[config.mk]
export PLATFORM = sky130hd
export DESIGN_NAME = sarSequencer
export DESIGN_NICKNAME = d
export VERILOG_FILES = /design/src/rtl/sarSeqPkg.sv /design/src/rtl/sarSeqCtrl.sv /design/src/rtl/sarSeqData.sv /design/src/rtl/sarSequencer.sv
export SDC_FILE = /design/constraint.sdc
export NUM_CORES = 1
export LEC_CHECK = 0
export BUFFER_PORTS_ARGS = -buffer_cell sky130_fd_sc_hd__buf_2
export CAP_MARGIN = 0
export CORE_ASPECT_RATIO = 0.8
export CORE_UTILIZATION = 62
export CTS_CLUSTER_DIAMETER = 40
export CTS_CLUSTER_SIZE = 30
export DETAILED_ROUTE_END_ITERATION = 8
export PLACE_DENSITY = 0.95
export SYNTH_ARGS = -nofsm -noshare
export SYNTH_HDL_FRONTEND = slang
export SYNTH_HIERARCHICAL = 1
export SYNTH_SLANG_ARGS = --single-unit
[constraint.sdc]
create_clock -name clk -period 4.15 [get_ports clk]
set_input_delay 0.2075 -clock clk [delete_from_list [all_inputs] [get_ports clk]]
set_output_delay 0.2075 -clock clk [all_outputs]
set_load 0.01 [all_outputs]
[src/rtl/sarSeqPkg.sv]
package sarSeqPkg;

  typedef struct packed {
    logic wide;      // 10 magnitude bits when set, else 8
    logic isSigned;  // extra sign decision first
  } convCfg_t;

  typedef struct packed {
    logic load;    // place first trial bit
    logic decide;  // resolve current trial bit
    logic last;    // current decision is the final one
  } dpStrobe_t;

  typedef enum logic [1:0] {
    ST_IDLE = 2'd0,
    ST_ACQ  = 2'd1,
    ST_CONV = 2'd2
  } seqState_t;

endpackage

[src/rtl/sarSeqCtrl.sv]
module sarSeqCtrl
  import sarSeqPkg::*;
#(
  parameter int MAG_WIDE   = 10,
  parameter int MAG_NARROW = 8,
  parameter int ACQ_TICKS  = 3
) (
  input  logic      clk,
  input  logic      rstN,
  input  logic      startReq,
  input  convCfg_t  reqCfg,
  output dpStrobe_t strb,
  output convCfg_t  activeCfg,
  output logic      trackEn,
  output logic      done
);

  localparam int CNT_W = $clog2(MAG_WIDE + ACQ_TICKS + 2);

  logic             half;
  logic             pendValid;
  convCfg_t         pendCfg;
  convCfg_t         curCfg;
  seqState_t        state;
  logic [CNT_W-1:0] cnt;
  logic [CNT_W-1:0] nBits;
  logic             tick;
  logic             launch;
  logic             acqEnd;

  // a divided-clock falling edge happens at every clk edge where half is 1
  assign tick = half;

  always_comb begin
    nBits = curCfg.wide ? CNT_W'(MAG_WIDE) : CNT_W'(MAG_NARROW);
    if (curCfg.isSigned) nBits = nBits + CNT_W'(1);
  end

  assign launch      = tick && (state == ST_IDLE) && pendValid;
  assign acqEnd      = tick && (state == ST_ACQ) && (cnt == CNT_W'(ACQ_TICKS - 1));
  assign strb.load   = acqEnd;
  assign strb.decide = tick && (state == ST_CONV);
  assign strb.last   = (cnt == nBits - CNT_W'(1));

  always_ff @(posedge clk) begin
    if (!rstN) begin
      half      <= 1'b0;
      pendValid <= 1'b0;
      pendCfg   <= '0;
      curCfg    <= '0;
      state     <= ST_IDLE;
      cnt       <= '0;
      done      <= 1'b0;
    end else begin
      half <= ~half;
      done <= strb.decide && strb.last;

      if (startReq) begin
        pendValid <= 1'b1;
        pendCfg   <= reqCfg;
      end else if (launch) begin
        pendValid <= 1'b0;
      end

      case (state)
        ST_IDLE: begin
          if (launch) begin
            state  <= ST_ACQ;
            curCfg <= pendCfg;
            cnt    <= '0;
          end
        end
        ST_ACQ: begin
          if (acqEnd) begin
            state <= ST_CONV;
            cnt   <= '0;
          end else if (tick) begin
            cnt <= cnt + CNT_W'(1);
          end
        end
        ST_CONV: begin
          if (strb.decide) begin
            if (strb.last) state <= ST_IDLE;
            else           cnt   <= cnt + CNT_W'(1);
          end
        end
        default: state <= ST_IDLE;
      endcase
    end
  end

  assign trackEn   = (state == ST_ACQ);
  assign activeCfg = curCfg;


  done_pulse_chk: assert property (@(posedge clk) disable iff (!rstN)
    done |=> !done);


  done_phase_chk: assert property (@(posedge clk) disable iff (!rstN)
    done |-> !half);


  no_decide_in_track_chk: assert property (@(posedge clk) disable iff (!rstN)
    trackEn |-> !strb.decide);


  pend_kept_chk: assert property (@(posedge clk) disable iff (!rstN)
    (pendValid && state != ST_IDLE) |=> pendValid);

endmodule

[src/rtl/sarSeqData.sv]
module sarSeqData
  import sarSeqPkg::*;
#(
  parameter int MAG_WIDE   = 10,
  parameter int MAG_NARROW = 8
) (
  input  logic                clk,
  input  logic                rstN,
  input  dpStrobe_t           strb,
  input  convCfg_t            cfg,
  input  logic                compHi,
  output logic [MAG_WIDE:0]   dacWord,
  output logic [MAG_WIDE:0]   result
);

  localparam int W         = MAG_WIDE + 1;
  localparam int NARROW_LO = MAG_WIDE - MAG_NARROW;
  localparam int FILL      = W - MAG_NARROW;

  logic [W-1:0]          word;
  logic [W-1:0]          mask;
  logic [W-1:0]          firstMask;
  logic [W-1:0]          resolved;
  logic [W-1:0]          fmt;
  logic                  signBit;
  logic [MAG_NARROW-1:0] narrowMag;

  assign firstMask = cfg.isSigned ? (W'(1) << (W - 1)) : (W'(1) << (W - 2));
  assign resolved  = compHi ? word : (word & ~mask);
  assign signBit   = ~resolved[W-1];
  assign narrowMag = resolved[W-2:NARROW_LO];

  always_comb begin
    case ({cfg.wide, cfg.isSigned})
      2'b11:   fmt = {signBit, resolved[W-2:0]};
      2'b10:   fmt = {1'b0, resolved[W-2:0]};
      2'b01:   fmt = {{FILL{signBit}}, narrowMag};
      default: fmt = {{FILL{1'b0}}, narrowMag};
    endcase
  end

  always_ff @(posedge clk) begin
    if (!rstN) begin
      word   <= '0;
      mask   <= '0;
      result <= '0;
    end else if (strb.load) begin
      word <= firstMask;
      mask <= firstMask;
    end else if (strb.decide) begin
      if (strb.last) begin
        word   <= resolved;
        mask   <= '0;
        result <= fmt;
      end else begin
        word <= resolved | (mask >> 1);
        mask <= mask >> 1;
      end
    end
  end

  assign dacWord = word;


  unsigned_sign_open_chk: assert property (@(posedge clk) disable iff (!rstN)
    (mask != '0 && !cfg.isSigned) |-> !word[W-1]);


  decide_has_trial_chk: assert property (@(posedge clk) disable iff (!rstN)
    strb.decide |-> (mask != '0));


  result_hold_chk: assert property (@(posedge clk) disable iff (!rstN)
    !(strb.decide && strb.last) |=> $stable(result));

endmodule

[src/rtl/sarSequencer.sv]
module sarSequencer
  import sarSeqPkg::*;
#(
  parameter int MAG_WIDE   = 10,
  parameter int MAG_NARROW = 8,
  parameter int ACQ_TICKS  = 3
) (
  input  logic              clk,
  input  logic              rstN,
  input  logic              startReq,
  input  logic              cfgWide,
  input  logic              cfgSigned,
  input  logic              compHi,
  output logic              trackEn,
  output logic [MAG_WIDE:0] dacWord,
  output logic              done,
  output logic [MAG_WIDE:0] result
);

  convCfg_t  reqCfg;
  convCfg_t  activeCfg;
  dpStrobe_t strb;

  assign reqCfg.wide     = cfgWide;
  assign reqCfg.isSigned = cfgSigned;

  sarSeqCtrl #(
    .MAG_WIDE  (MAG_WIDE),
    .MAG_NARROW(MAG_NARROW),
    .ACQ_TICKS (ACQ_TICKS)
  ) ctrl_i (
    .clk      (clk),
    .rstN     (rstN),
    .startReq (startReq),
    .reqCfg   (reqCfg),
    .strb     (strb),
    .activeCfg(activeCfg),
    .trackEn  (trackEn),
    .done     (done)
  );

  sarSeqData #(
    .MAG_WIDE  (MAG_WIDE),
    .MAG_NARROW(MAG_NARROW)
  ) data_i (
    .clk    (clk),
    .rstN   (rstN),
    .strb   (strb),
    .cfg    (activeCfg),
    .compHi (compHi),
    .dacWord(dacWord),
    .result (result)
  );

endmodule

# == Word-level counts from Yosys, hierarchy flattened ==
# Index checks and enable logic that the tools add are counted.
# word_totals
rom_bits,0
inputBits,6
ram_bits,0
out_inout_bits,24
latch_bits,0
mem_count,0
reg_bits,46
wordCells,72
# op_classes
eq_ne,13
multipliers,0
n_div,0
n_mux,24
reduce_logical,14
n_shift,0
order_cmp,0
addsub,3
n_bitwise,6
# ops
op,n
$mux W11,7
$pmux W11 S3,1
$mux W4,6
$pmux W4 S3,1
$and A11 B11 Y11,1
$not A11 Y11,1
$or A11 B10 Y11,1
$mux W10,1
$mux W2,5
$add A4 B1 Y4 const B,2
$ne A2 B1 Y1 const B,4
$eq A2 B2 Y1 const B,3
$logic_and A1 B1 Y1,6
$pmux W2 S3,1
$reduce_and A5 Y1,1
$eq A2 B1 Y1 const B,2
$eq A4 B2 Y1 const B,1
$eq A4 B4 Y1,1
$reduce_and A4 Y1,1
$reduce_bool A2 Y1,2
$sub A4 B1 Y4 const B,1
$ne A3 B1 Y1 const B,1
$not A1 Y1,3
$reduce_and A3 Y1,1
other kinds (5),6

# == Logic depth before layout (Yosys ltp) ==
# depth
depth_word,8
depth_mapped,10
mapped_depth_nobuf,7

# == Modules after synthesis ==
# Netlist, hierarchy kept.
# modules_own_cells
mod,seq_area_each_um2,area_each_um2,cells_each,instances
sarSeqData,660.6,1562.7,171,1
sarSeqCtrl,260.2,838.3,88,1

# == Least setup slack after synthesis ==
# Ideal clock, no wire load.
# synth_path
path_type,reg-to-reg
from,register ctrl_i.cnt[0]
to,register data_i.result[2]
setup_ps,74
arrival_ps,1796
n_path_buf,3
path_slack_ps,2279
period_less_slack_ps,1871
stages_incl_launch_ff,11
path_cell_list,dfxtp_1 > inv_1 > ha_1 > and4bb_2 > and2_1 > buf_4 > buf_6 > and3b_2 > buf_4 > o21ai_0 > a31oi_1
# synth_between
elab_chain_len,4
elab_cells_between_ends,5
cone_classes,eq/ne (2); bitwise (1); reduce/logical (2)
# synth_lines
element,line_no,text
from (decl),sarSeqCtrl.sv:25,logic [CNT_W-1:0] cnt;
from (signal assigned),sarSeqCtrl.sv:78,cnt <= cnt + CNT_W'(1);
from (signal assigned),sarSeqCtrl.sv:84,else cnt <= cnt + CNT_W'(1);
$eq A4 B2 Y1,sarSeqCtrl.sv:40,assign acqEnd = tick && (state == ST_ACQ) && (cnt == CNT_W'(ACQ_TICKS - 1));
$logic_and A1 B1 Y1,sarSeqCtrl.sv:40,
named net ctrl_i.acqEnd,sarSeqCtrl.sv:29,logic acqEnd;
$not A1 Y1 (no line),n/a,
$reduce_and A3 Y1 (no line),n/a,
to (signal assigned),sarSeqData.sv:54,result <= fmt;
to (decl),sarSeqData.sv:13,output logic [MAG_WIDE:0] result
# The timed path passes the listed nets, and every way through them passes these cells.
# A chain may end at the register's enable or synchronous reset.

==> flow_summary.yaml <==
synth:
  synth_area_leaders: "dfxtp_1, a21boi_2, nand2_1, ha_1, a211o_1"
  syn-num-nets: 274
  synth_top_area_share_pct: 38.35
  yosysTopAreaCell: "dfxtp_1"
  synth-seq-cells: 46
  yosysSeqAreaShare_pct: 38.35
  syn_inst: 259
  ys_types: 49
  yosysWarnings: 6
  syn_area_um2: 2401
  postSynthAreaPerCell_um2: 9.270
floorplanning:
  coreArea_um2: 3566
  die_h_um: 57.66
  ios: 30
  initial_utilization_pct: 67.33
  die_x_um: 71.58
  row_count: 19
  die_area_um2: 4127
setup_path:
  cp_max_fo: 22
  worstSetupStartpoint: "ctrl_i/activeCfg[1]"
  reg2reg_from: "ctrl_i/activeCfg[1]"
  reg2reg_slack_ps: 1660
  worstSetupPathType: "register to register"
  rr_worst_depth: 7
  crit_end: "data_i/result[5]"
  cp_data_required_time_ps: 4370
  critPathMaxStageDelay_ps: 710
  critPathLaunchType: "register"
  cp.depth: 7
  path_delay_family: "flip-flops"
  critPathCaptureType: "register"
  cp_num_buf_inv: 1
  path_cells: "inv_1 > ha_1 > xor2_1 > o211a_4 > and3b_2 > o21ai_0 > a31oi_1"
  r2r-end: "data_i/result[5]"
  crit_arrival_ps: 2710
  cpMaxStageDelayCell: "dfxtp_1"
final_layout:
  fill_cells: 254
  nNetsFinal: 296
  multi_input_area_um2: 1304
  diodes: 0
  seq_area_um2: 920.9
  final_util_pct: 72.18
  drive_gt1_share_pct: 22.42
  syn_to_final_growth_pct: 7.191
placement:
  dp_hpwl_um: 3403
  gp_congestion: 0.8048
  portBuffers: 29
clocking:
  cts_setup_buffers: 0
  numCtsBuffers: 5
  cts_tree: "built"
  clock_sinks: 46
  clk_pin_slew_ps: 80
  cts.root.buffer_cell: "clkbuf_8"
  clock_latency_ps: 300
  ctsHoldBuffers: 0
  htree_levels: 2
  cts_resized: 0
  cts_buffer_depth: 2
power_and_ir_drop:
  pwr-share-seq_pct: 53.3
  sw_frac_of_total_pct: 26.62
  power.switching_uw: 232.4
  pwr-share-comb_pct: 17.4
  power_leakage_nw: 0.9942
  power.density_nw_per_um2: 339.3
  worst_ir_drop_vdd_uv: 249.2
  pwr-share-clk_pct: 29.3
  power.internal_uw: 640.7
min_path:
  hold_class: "input pin to register"
detailed_routing:
  routed_wl_um: 4800
  drt-wirelength-per-cell_um: 14.86
  drt-initial-drc-count: 188
  dr_wl_met2_um: 2001
  vias: 1883
  dr.max_layer_used: "met4"
  vias_per_cell: 5.830
  firstDrtPassIters: 4
  wl_met3_um: 259
  drtAntennaViolNets: 0
  drc: 0
  m1WireLength_um: 2442
global_routing:
  antenna_found_initial: 0
  grt_start_max_net_pins: 54
  grt_pass1_vias: 1711
  grt_usage_pct: 25.74
  grt_pass1_wl_um: 8128
  grt.overflow.total: 0
sta:
  setup_viol: 0
  finalHoldViolCount: 0
  period_minus_slack_ps: 2491
  rsz0062_at_grt: "false"
  relSlewSlack_pct: 50.17
  timing.final.crit_share_pct: 60.03
  finalMaxSlewViolations: 0
  fin_tns_setup_ps: 0
  timing.fmax_mhz: 401.4
  fin_skew_ps: 8.029
  worst_slew_pin_slew_ps: 747.5
flow_run:
  cap_violations: 0
status:
  status: "finished, final reports clean"
through the flow:
stage | hold WS [ps] | cell area, um2 | power, mW | instances | setup WS (ps)
2_1_floorplan | 345.8 | 2401 | 0.5965 | 259 | 2279
3_3_place_gp | 460.7 | 2497 | 0.6233 | 316 | 1848
3_5_place_dp | 485.0 | 2497 | 0.6265 | 316 | 1745
4_1_cts | 168.9 | 2574 | 0.8776 | 323 | 1701
5_1_grt | 172.7 | 2574 | 0.9229 | 323 | 1461
6_report | 169.0 | 2574 | 0.8732 | 323 | 1659
area by class of cell:
cell class	instances	share of cell area (%)
Tap cell	42	2.042
Sequential cell	46	35.78
Inverter	20	2.917
Clock buffer	7	2.965
Multi-Input combinational cell	179	50.66
Timing Repair Buffer	29	5.639
tightest hold or removal path: stages:
cell and delay (ps):
buf_2 70, mux2i_1 50, nor2b_1 90
synthesized netlist by cell type, drive strengths merged:
| master | instances |
|---|---|
| a221oi | 1 |
| a21oi | 3 |
| a31o | 1 |
| nand3b | 12 |
| o21ai | 12 |
| nor2b | 8 |
| nand2 | 33 |
| and2 | 3 |
| o2111a | 1 |
| a221o | 1 |
| o31ai | 2 |
| mux2i | 7 |
| o211a | 1 |
| nor2 | 4 |
| o2111ai | 1 |
| a211o | 11 |
| buf | 10 |
| a21boi | 21 |
| and3b | 2 |
| nand2b | 10 |
| nor3b | 2 |
| inv | 20 |
| a21bo | 1 |
| a31oi | 10 |
| nand3 | 10 |
| o22ai | 2 |
| xor2 | 2 |
| o2bb2ai | 1 |
| o211ai | 2 |
| or2b | 3 |
| ha | 9 |
| clkbuf | 4 |
| dfxtp | 46 |
| nand4b | 1 |
| and4bb | 1 |
| and3 | 1 |
how the worst min path moves through the flow:
stage	startpoint	end	slack, ps	cells past startpoint
finish	cfgSigned	ctrl_i/pendCfg[0]	170	3
global route	cfgSigned	ctrl_i/pendCfg[0]	170	3
floorplan	rstN	data_i/result[0]	350	2
CTS	cfgWide	ctrl_i/pendCfg[1]	170	3
detailed placement	cfgWide	ctrl_i/pendCfg[1]	490	3
global placement	cfgSigned	ctrl_i/pendCfg[0]	460	3
routing by layer:
metal / up-vias / track usage [%]
li1: 953 / -
met5: - / 0
met3: 11 / 6.261
met1: 862 / 36.24
met2: 57 / 38.10
met4: 0 / 10.92
flip-flops by register name, summed over array words and instances, names as in the netlist:
signal,flops
data_i/dacWord,11
data_i/mask,11
data_i/result,11
ctrl_i/state,2
ctrl_i/pendValid,1
ctrl_i/pendCfg,2
ctrl_i/cnt,4
ctrl_i/activeCfg,2
ctrl_i/done,1
ctrl_i/half,1
power groups by stage:
stage	combinational [mW]	clock (mW)	sequential, mW
floorplan	0.125	0	0.472
global placement	0.148	0	0.475
detailed placement	0.152	0	0.475
CTS	0.153	0.260	0.465
global route	0.171	0.284	0.468
finish	0.152	0.256	0.465
layout by cell type, fill, tap and decap left out, types with 7 or more instances in the layout:
cell type and count:
a211o_1 11, nand3b_1 12, buf_2 29, inv_1 20, a21boi_2 16, dfxtp_1 46
o21ai_0 11, ha_1 9, a31oi_1 10, nand3_1 10, nand2_1 33, mux2i_1 7
nor2b_1 7, nand2b_1 10
logic make-up after synthesis:
logic type / after synthesis / synth area share, %
flip-flops: 46 / 38.35
adder cells (fa/ha/maj): 9 / 4.690
AO/OA/AOI/OAI: 71 / 24.13
AND/OR/NAND/NOR: 90 / 21.84
multiplexers: 7 / 2.918
XOR/XNOR: 2 / 0.7297
buffers and inverters: 34 / 7.347
(Power assumes the default switching activity.)
